### src/rtl/mab_pkg.sv
package mab_pkg;

  typedef enum logic [0:0] {
    MAB_RECORD = 1'b0,
    MAB_DRAIN  = 1'b1
  } mab_state_e;

endpackage

### src/rtl/mab_entry_array.sv
// Block-address storage: one write port, one read port, match against
// every occupied entry. Occupancy is the prefix [0, cnt).
module mab_entry_array #(
  parameter int DEPTH = 16,
  parameter int BLK_W = 42,
  localparam int IDX_W = $clog2(DEPTH),
  localparam int CNT_W = $clog2(DEPTH + 1)
) (
  input  logic             clk,
  input  logic             wr_en,
  input  logic [IDX_W-1:0] wr_idx,
  input  logic [BLK_W-1:0] wr_blk,
  input  logic [CNT_W-1:0] cnt,
  input  logic [IDX_W-1:0] rd_idx,
  output logic [BLK_W-1:0] rd_blk,
  output logic             hit
);

  logic [BLK_W-1:0] mem_q [DEPTH];
  logic [DEPTH-1:0] hit_vec;

  always_ff @(posedge clk) begin
    for (int i = 0; i < DEPTH; i++) begin
      if (wr_en && (wr_idx == IDX_W'(i))) begin
        mem_q[i] <= wr_blk;
      end
    end
  end

  for (genvar g = 0; g < DEPTH; g++) begin : g_match
    assign hit_vec[g] = (CNT_W'(g) < cnt) && (mem_q[g] == wr_blk);
  end

  assign hit    = |hit_vec;
  assign rd_blk = mem_q[rd_idx];

endmodule

### src/rtl/mab_ctrl.sv
// Record / drain sequencing, occupancy, overflow and done pulse.
module mab_ctrl
  import mab_pkg::*;
#(
  parameter int DEPTH  = 16,
  parameter int CORE_W = 5,
  localparam int IDX_W = $clog2(DEPTH),
  localparam int CNT_W = $clog2(DEPTH + 1)
) (
  input  logic              clk,
  input  logic              rst_n,
  input  logic              st_valid,
  input  logic              st_gen,
  input  logic              hit,
  input  logic              mc_valid,
  input  logic [CORE_W-1:0] mc_dest,
  input  logic              push_ready,
  output logic              wr_en,
  output logic [IDX_W-1:0]  wr_idx,
  output logic [CNT_W-1:0]  cnt,
  output logic [IDX_W-1:0]  rd_idx,
  output logic              push_valid,
  output logic [CORE_W-1:0] push_dest,
  output logic              st_busy,
  output logic              drain_done,
  output logic              overflow
);

  mab_state_e        state_q, state_d;
  logic [CNT_W-1:0]  cnt_q, cnt_d;
  logic [CNT_W-1:0]  rd_q, rd_d;
  logic [CORE_W-1:0] dest_q, dest_d;
  logic              ovf_q, ovf_d;
  logic              done_q, done_d;

  logic recording, full, tag_store, drop, accept, finish;

  always_comb begin
    recording  = (state_q == MAB_RECORD);
    full       = (cnt_q == CNT_W'(DEPTH));
    tag_store  = recording && st_valid && st_gen;
    wr_en      = tag_store && !hit && !full;
    drop       = tag_store && !hit && full;
    push_valid = !recording && (rd_q != cnt_q);
    accept     = push_valid && push_ready;
    finish     = !recording &&
                 ((rd_q == cnt_q) || (accept && ((rd_q + CNT_W'(1)) == cnt_q)));
  end

  always_comb begin
    state_d = state_q;
    cnt_d   = cnt_q;
    rd_d    = rd_q;
    dest_d  = dest_q;
    ovf_d   = ovf_q;
    done_d  = 1'b0;
    if (recording) begin
      if (wr_en) cnt_d = cnt_q + CNT_W'(1);
      if (drop)  ovf_d = 1'b1;
      if (mc_valid) begin
        state_d = MAB_DRAIN;
        rd_d    = '0;
        dest_d  = mc_dest;
      end
    end else begin
      if (accept) rd_d = rd_q + CNT_W'(1);
      if (finish) begin
        state_d = MAB_RECORD;
        cnt_d   = '0;
        rd_d    = '0;
        ovf_d   = 1'b0;
        done_d  = 1'b1;
      end
    end
  end

  always_ff @(posedge clk or negedge rst_n) begin
    if (!rst_n) begin
      state_q <= MAB_RECORD;
      cnt_q   <= '0;
      rd_q    <= '0;
      dest_q  <= '0;
      ovf_q   <= 1'b0;
      done_q  <= 1'b0;
    end else begin
      state_q <= state_d;
      cnt_q   <= cnt_d;
      rd_q    <= rd_d;
      dest_q  <= dest_d;
      ovf_q   <= ovf_d;
      done_q  <= done_d;
    end
  end

  assign wr_idx     = cnt_q[IDX_W-1:0];
  assign cnt        = cnt_q;
  assign rd_idx     = rd_q[IDX_W-1:0];
  assign push_dest  = dest_q;
  assign st_busy    = !recording;
  assign drain_done = done_q;
  assign overflow   = ovf_q;

endmodule

### src/rtl/marshal_addr_buf.sv
module marshal_addr_buf #(
  parameter int PA_W   = 48,
  parameter int OFF_W  = 6,
  parameter int DEPTH  = 16,
  parameter int CORE_W = 5,
  localparam int BLK_W = PA_W - OFF_W,
  localparam int IDX_W = $clog2(DEPTH),
  localparam int CNT_W = $clog2(DEPTH + 1)
) (
  input  logic              clk,
  input  logic              rst_n,
  input  logic              st_valid,
  input  logic [PA_W-1:0]   st_addr,
  input  logic              st_gen,
  output logic              st_busy,
  input  logic              mc_valid,
  input  logic [CORE_W-1:0] mc_dest,
  output logic              push_valid,
  input  logic              push_ready,
  output logic [PA_W-1:0]   push_addr,
  output logic [CORE_W-1:0] push_dest,
  output logic              drain_done,
  output logic              overflow
);

  logic [BLK_W-1:0] st_blk;
  logic [BLK_W-1:0] rd_blk;
  logic             wr_en;
  logic             hit;
  logic [IDX_W-1:0] wr_idx;
  logic [IDX_W-1:0] rd_idx;
  logic [CNT_W-1:0] cnt;

  assign st_blk = st_addr[PA_W-1:OFF_W];

  mab_entry_array #(
    .DEPTH (DEPTH),
    .BLK_W (BLK_W)
  ) u_array (
    .clk    (clk),
    .wr_en  (wr_en),
    .wr_idx (wr_idx),
    .wr_blk (st_blk),
    .cnt    (cnt),
    .rd_idx (rd_idx),
    .rd_blk (rd_blk),
    .hit    (hit)
  );

  mab_ctrl #(
    .DEPTH  (DEPTH),
    .CORE_W (CORE_W)
  ) u_ctrl (
    .clk        (clk),
    .rst_n      (rst_n),
    .st_valid   (st_valid),
    .st_gen     (st_gen),
    .hit        (hit),
    .mc_valid   (mc_valid),
    .mc_dest    (mc_dest),
    .push_ready (push_ready),
    .wr_en      (wr_en),
    .wr_idx     (wr_idx),
    .cnt        (cnt),
    .rd_idx     (rd_idx),
    .push_valid (push_valid),
    .push_dest  (push_dest),
    .st_busy    (st_busy),
    .drain_done (drain_done),
    .overflow   (overflow)
  );

  assign push_addr = {rd_blk, {OFF_W{1'b0}}};

endmodule

### config.mk
export PLATFORM = sky130hd
export DESIGN_NAME = marshal_addr_buf
export DESIGN_NICKNAME = d
export VERILOG_FILES = /design/src/rtl/mab_pkg.sv /design/src/rtl/mab_entry_array.sv /design/src/rtl/mab_ctrl.sv /design/src/rtl/marshal_addr_buf.sv
export SDC_FILE = /design/constraint.sdc
export NUM_CORES = 1
export LEC_CHECK = 0
export ABC_CLOCK_PERIOD_IN_PS = 7860
export CORE_MARGIN = 5
export CORE_UTILIZATION = 62
export DETAILED_ROUTE_END_ITERATION = 6
export HOLD_SLACK_MARGIN = 0.05
export PLACE_DENSITY = 0.84
export SLEW_MARGIN = 15
export SYNTH_ARGS = -nofsm -noshare
export SYNTH_HDL_FRONTEND = slang
export SYNTH_HIERARCHICAL = 1
export SYNTH_SLANG_ARGS = --single-unit
export TNS_END_PERCENT = 10
### constraint.sdc
create_clock -name clk -period 7.86 [get_ports clk]
set_input_delay 1.965 -clock clk [delete_from_list [all_inputs] [get_ports clk]]
set_output_delay 1.965 -clock clk [all_outputs]
set_load 0.02 [all_outputs]
Yosys cells after proc, flatten, opt, wreduce, memory -nomap -nowiden
Memories as Yosys holds them, arrays and structs flattened.
Cells that the tools add are included.
- add/sub/neg operators: 2
- $lt $le $gt $ge: 16
- equal/unequal tests: 37
- mux-type cells: 92
- bitwise logic cells: 1
- reduce and logical (&&, ||, !) cells: 68
- operators with widths (cell ; count):
    $eq A42 B42 Y1 ; 16
    $mux W42 ; 15
    $reduce_or A42 Y1 ; 15
    $mux W4 ; 15
    $mux W1 ; 55
    $logic_and A1 B1 Y1 ; 41
    $lt A4 B5 Y1 const A ; 8
    $mux W5 ; 7
    $eq A4 B4 Y1 const B ; 8
    $lt A3 B5 Y1 const A ; 4
    $eq A4 B3 Y1 const B ; 4
    $reduce_or A16 Y1 ; 1
    $add A5 B1 Y5 const B ; 2
    $eq A5 B5 Y1 ; 2
    $lt A1 B5 Y1 const A ; 2
    $lt A2 B5 Y1 const A ; 2
    $eq A4 B2 Y1 const B ; 2
    $reduce_and A2 Y1 ; 4
    $reduce_bool A2 Y1 ; 3
    $eq A5 B5 Y1 const B ; 1
    $ne A5 B5 Y1 ; 1
    $eq A4 B1 Y1 const B ; 1
    $logic_not A4 Y1 ; 1
    $ne A3 B3 Y1 const B ; 1
    other kinds (4) ; 5
- flip-flop bits (word level): 18
- RAM bits: 672
- bits of input ports: 59
- output and inout bits: 57
- word-level logic and storage cells: 223
- memories: 1
- memories (name ; depth ; width ; rd ports ; clocked after Yosys merged registers in ; write ports ; line ; source):
    u_array.mem_q ; 16 ; 42 ; 17 ; 0 ; 1 ; mab_entry_array.sv:19 ; logic [BLK_W-1:0] mem_q [DEPTH];

Logic depth before layout (Yosys ltp)
An unclocked memory read counts as a cell.
- depth in word-level cells: 26
- mapped depth: 13
- gate-level depth less buffers: 11

Cells and area by module
Netlist, hierarchy kept.
- modules (own cells, without submodules) (module ; times used ; cells an instance ; area an instance (um2) ; seq. area each (um2)):
    mab_entry_array ; 1 ; 1974 ; 33352.0 ; 20179.4
    mab_ctrl ; 1 ; 101 ; 1143.6 ; 450.4
    marshal_addr_buf ; 1 ; 7 ; 48.8 ; 0.0

Worst setup path before layout
OpenSTA, ideal clock, no wires.
- path type: input to register
- start: in st_addr[44]
- end: mem u_array.mem_q[0][0] (enable)
- setup time: 0.493 ns
- data arrival time: 7.186 ns
- data required time: 7.367 ns
- slack: 0.180 ns
- cell stages on the path: 12
- buffers on the path: 2
- cell sequence: buf_2 buf_4 xor2_1 nor2_1 o311a_1 nand4_1 nand4_1 or4_1 and4bb_1 o31a_2 or3b_2 nor3_1
- longest elaborated chain between the ends: 25
- elaborated cells between the ends (all ways): 129
- those cells by class: eq/ne (16); mux (62); reduce/logical (51)
- RTL lines (item ; line ; source):
    start: declaration ; marshal_addr_buf.sv:13 ; input logic [PA_W-1:0] st_addr,
    $eq A42 B42 Y1 ; mab_entry_array.sv:31 ; assign hit_vec[g] = (CNT_W'(g) < cnt) && (mem_q[g] == wr_blk);
    $logic_and A1 B1 Y1 ; mab_entry_array.sv:31 ;
    $reduce_or A16 Y1 (*) ; mab_entry_array.sv:34 ; assign hit = |hit_vec;
    named net hit ; marshal_addr_buf.sv:29 ; logic hit;
    $logic_not A1 Y1 (*) ; mab_ctrl.sv:42 ; wr_en = tag_store && !hit && !full;
    $logic_and A1 B1 Y1 (*) (2 in a row) ; mab_ctrl.sv:42 ;
    named net wr_en ; marshal_addr_buf.sv:28 ; logic wr_en;
    $logic_and A1 B1 Y1 ; mab_entry_array.sv:24 ; if (wr_en && (wr_idx == IDX_W'(i))) begin
    $mux W1 ; mab_entry_array.sv:24 ;
    $mux W1 (implied by the code) ; mab_entry_array.sv:25 ; mem_q[i] <= wr_blk;
    $reduce_or A42 Y1 (no line) ; n/a ;
    $mux W4 (no line) or $mux W1 (tied branches) (15 in a row) ; n/a ;
    end: declaration ; mab_entry_array.sv:19 ;
Mark *: on every way through the listed nets, which the timed path passes. The rest lies on a longest branch.

Worst setup path after layout
- start: in st_addr[28]
- end: mem u_array.mem_q[0][13] (enable)
Same word-level chain as after synthesis.

==> run metrics <==
status completed; WHS Endpoint u_ctrl/push_dest[4]; Detail Route Antenna Nets 0; Crit. End Element flip-flop; most common cell after layout, fill and taps aside edfxtp_1; Worst path most repeated cell nand4_1; met2 usage 0.632; Clk Latency, worst-skew pair around 630 ps; post-CTS setup buffers 0; post-DP HPWL roughly 97 mm; clk slew on worst S/H paths roughly 60 ps; Tcrit/Tclk final 0.863; Vias ~22000; nets@finish 2291; max cap viols 0; CTS resizes 0; Wirelength per Cell around 43 um; commonest non-fill, non-tap cells in the layout 672 x edfxtp_1, 516 x xnor2_1, 210 x mux4_2; Synth-to-Final Area Change 13.4%; syn_area_per_cell between 15 and 20 um^2; total wire length approximately 130 mm; startpoint types input port; drt via density approximately 7.2; sequential-to-total area share from yosys stat 0.597; gpl congestion 1.11; Synth Cell Area roughly 0.035 mm^2; initial DRC count approximately 4200; Starting Density 0.626; minimum clock period 6780 ps; min-delay worst type reg2reg; Post-Syn Instances between 2000 and 2500; kind of critical path in2reg; busiest grt layer met2; RR Endpoint u_array/mem_q[0][13]; Worst-Margin Slew roughly 1400 ps; FF-to-FF setup slack 2760 ps; synth warn 6; hold path depth 1; CP arrival between 7000 and 8000 ps; delay of the slowest critical-path stage a little under 1000 ps; initial antenna violation count 10; Cell Chain, Critical Path clkdlybuf4s50_1, xnor2_1, nand4_1, nor4_1, nand4_1, nand4_1, or4_1, and4bb_1, o31a_2, or3b_2, nor3_2, buf_4; Crit Reg-Reg Startpoint u_ctrl/cnt[3]; post-synth cell types 53; total CTS buffers 72; Worst path top cell family by delay simple AND/OR/NAND/NOR gates; clk buf depth 3; Die Wd 246 um; I/O Buffers slightly above 100; Hold Path Origin u_ctrl/push_dest[4]; ratio of cells with drive above 1 in the final layout 0.206; Slowest cell on crit path clkdlybuf4s50_1; Setup Viol. Count Final 0; Setup TNS Final 0 ps; CP bufs+invs 2; fin util 0.710; worst IR drop on VDD roughly 220 uV; Rel. slew slack 0.0737; power per cell area ~260 mW/mm^2; met1 Resource Use GR 0.587; DRC Markers 0; largest net degree at the start of global routing 78; RSZ-0062 raised after global routing no; root buffer cell clkbuf_16; first-pass GRT wire length ~180 mm; Ports around 120; reg2reg path depth 11; final slew viol count 0; CTS Hold Buffers Added 0; clk sink count 690; Max Clock Freq around 0.15 GHz; die area 0.0605 mm^2; Placeable Area approximately 0.055 mm^2; vias in the first global route 20710; Clock Skews ~32 ps; total gr overflow 0; final hold violation count 0; Critical Path Fanout Max 14; DRT Pass-1 Iters 6; met3 Use GR 0.142; CTS tree built; leak pwr about 12 nW; Die Height about 250 um; gr usage total 0.437; H-tree depth 3; Yosys reg bits around 700; WP data required 8140 ps; row count between 80 and 90
where the power goes:
part           internal (mW)  switching, mW
combinational           1.06           1.30
clock                   1.96           1.47
sequential              4.13          0.123
layout make-up:
type	count	area (um^2)
Inverter	7	26.3
Fill cell	3541	16000
Antenna cell	6	15.0
Tap cell	748	936
Timing Repair Buffer	221	2180
Multi-Input combinational cell	1237	13000
Sequential cell	690	20600
Clock inverter	53	467
Clock buffer	81	1880
routing by layer:
layer | up-vias | wire, um | part of all wire
met3 | 391 | 19900 | 0.15
met5 | - | 0 | 0
met4 | 0 | 10600 | 0.080
met2 | 2031 | 57300 | 0.43
li1 | 8344 | - | -
met1 | 11232 | 44400 | 0.34
synthesized netlist by cell type (all sizes together):
| library cell | number | share of area |
|---|---|---|
| a31oi | 7 | 0.0017 |
| dfrtp | 18 | 0.013 |
| nor3 | 19 | 0.0028 |
| clkbuf | 24 | 0.0026 |
| o311ai | 1 | 0.00025 |
| o211ai | 1 | 0.00062 |
| a21o | 2 | 0.00043 |
| nor2b | 1 | 0.00018 |
| buf | 129 | 0.026 |
| mux2 | 5 | 0.0016 |
| a21boi | 2 | 0.00087 |
| inv | 7 | 0.00076 |
| nor3b | 1 | 0.00054 |
| nand3b | 3 | 0.00065 |
| o21ai | 4 | 0.00080 |
| nand4 | 147 | 0.027 |
| and4bb | 1 | 0.00036 |
| a41oi | 2 | 0.00051 |
| edfxtp | 672 | 0.58 |
| nand2 | 11 | 0.0013 |
| nor4 | 56 | 0.010 |
| ha | 3 | 0.0011 |
| o22ai | 1 | 0.00018 |
| nand4b | 1 | 0.00025 |
| and3 | 1 | 0.00018 |
| xor2 | 165 | 0.042 |
| o31a | 1 | 0.00029 |
| nor2 | 28 | 0.0030 |
| mux4 | 210 | 0.14 |
| o21ba | 1 | 0.00029 |
| nand2b | 3 | 0.00054 |
| xnor2 | 518 | 0.13 |
| o311a | 1 | 0.00029 |
| or3b | 1 | 0.00025 |
| nand3 | 16 | 0.0023 |
| a221oi | 1 | 0.00043 |
| conb | 1 | 0.00011 |
| o2111ai | 1 | 0.00025 |
| or4 | 6 | 0.0013 |
| mux2i | 2 | 0.00058 |
| a21oi | 2 | 0.00029 |
| a2111oi | 6 | 0.0017 |
logic make-up (layout without fill, tap and decap cells):
| logic type | Yosys count | after routing | share of synthesized area |
|---|---|---|---|
| buf+inv | 160 | 362 | 0.0292 |
| mux | 217 | 217 | 0.139 |
| fa+ha+maj | 3 | 3 | 0.00109 |
| simple gates | 295 | 295 | 0.0506 |
| flops | 690 | 690 | 0.597 |
| compound gates | 33 | 33 | 0.00891 |
| other cells | 1 | 12 | 0.000109 |
| xor+xnor | 683 | 683 | 0.174 |
sequential cells by signal (all words and copies together) (netlist names):
register / flops
u_array/mem_q: 672
u_ctrl/cnt: 5
u_ctrl/drain_done: 1
u_ctrl/overflow: 1
u_ctrl/push_dest: 5
u_ctrl/rd_q: 5
u_ctrl/st_busy: 1
worst max path at each step:
| stage | from | end | slack, ps | cells past startpoint |
|---|---|---|---|---|
| final | st_addr[28] | u_array/mem_q[0][13] | 1080 | 12 |
| after global routing | st_addr[36] | u_array/mem_q[0][13] | 1180 | 13 |
| after CTS | st_addr[36] | u_array/mem_q[0][13] | 1380 | 13 |
| after detailed placement | st_addr[36] | u_array/mem_q[0][27] | 770 | 13 |
| after global placement | st_addr[28] | u_array/mem_q[0][27] | 790 | 12 |
| after floorplan | st_addr[44] | u_array/mem_q[0][0] | 180 | 12 |
metrics by stage:
step / total power [mW] / area, um^2 / instances / hold slack (ps) / worst slack, ps
final: 10.0 / 39200 / 3043 / 488 / 1080
after detailed placement: 6.64 / 36800 / 2903 / 478 / 769
after global routing: 10.3 / 39200 / 3037 / 502 / 1180
after CTS: 10.0 / 39200 / 3037 / 491 / 1380
after floorplan: 5.80 / 34600 / 2087 / 503 / 180
after global placement: 6.62 / 36800 / 2903 / 468 / 790
(Power assumes the default switching activity.)
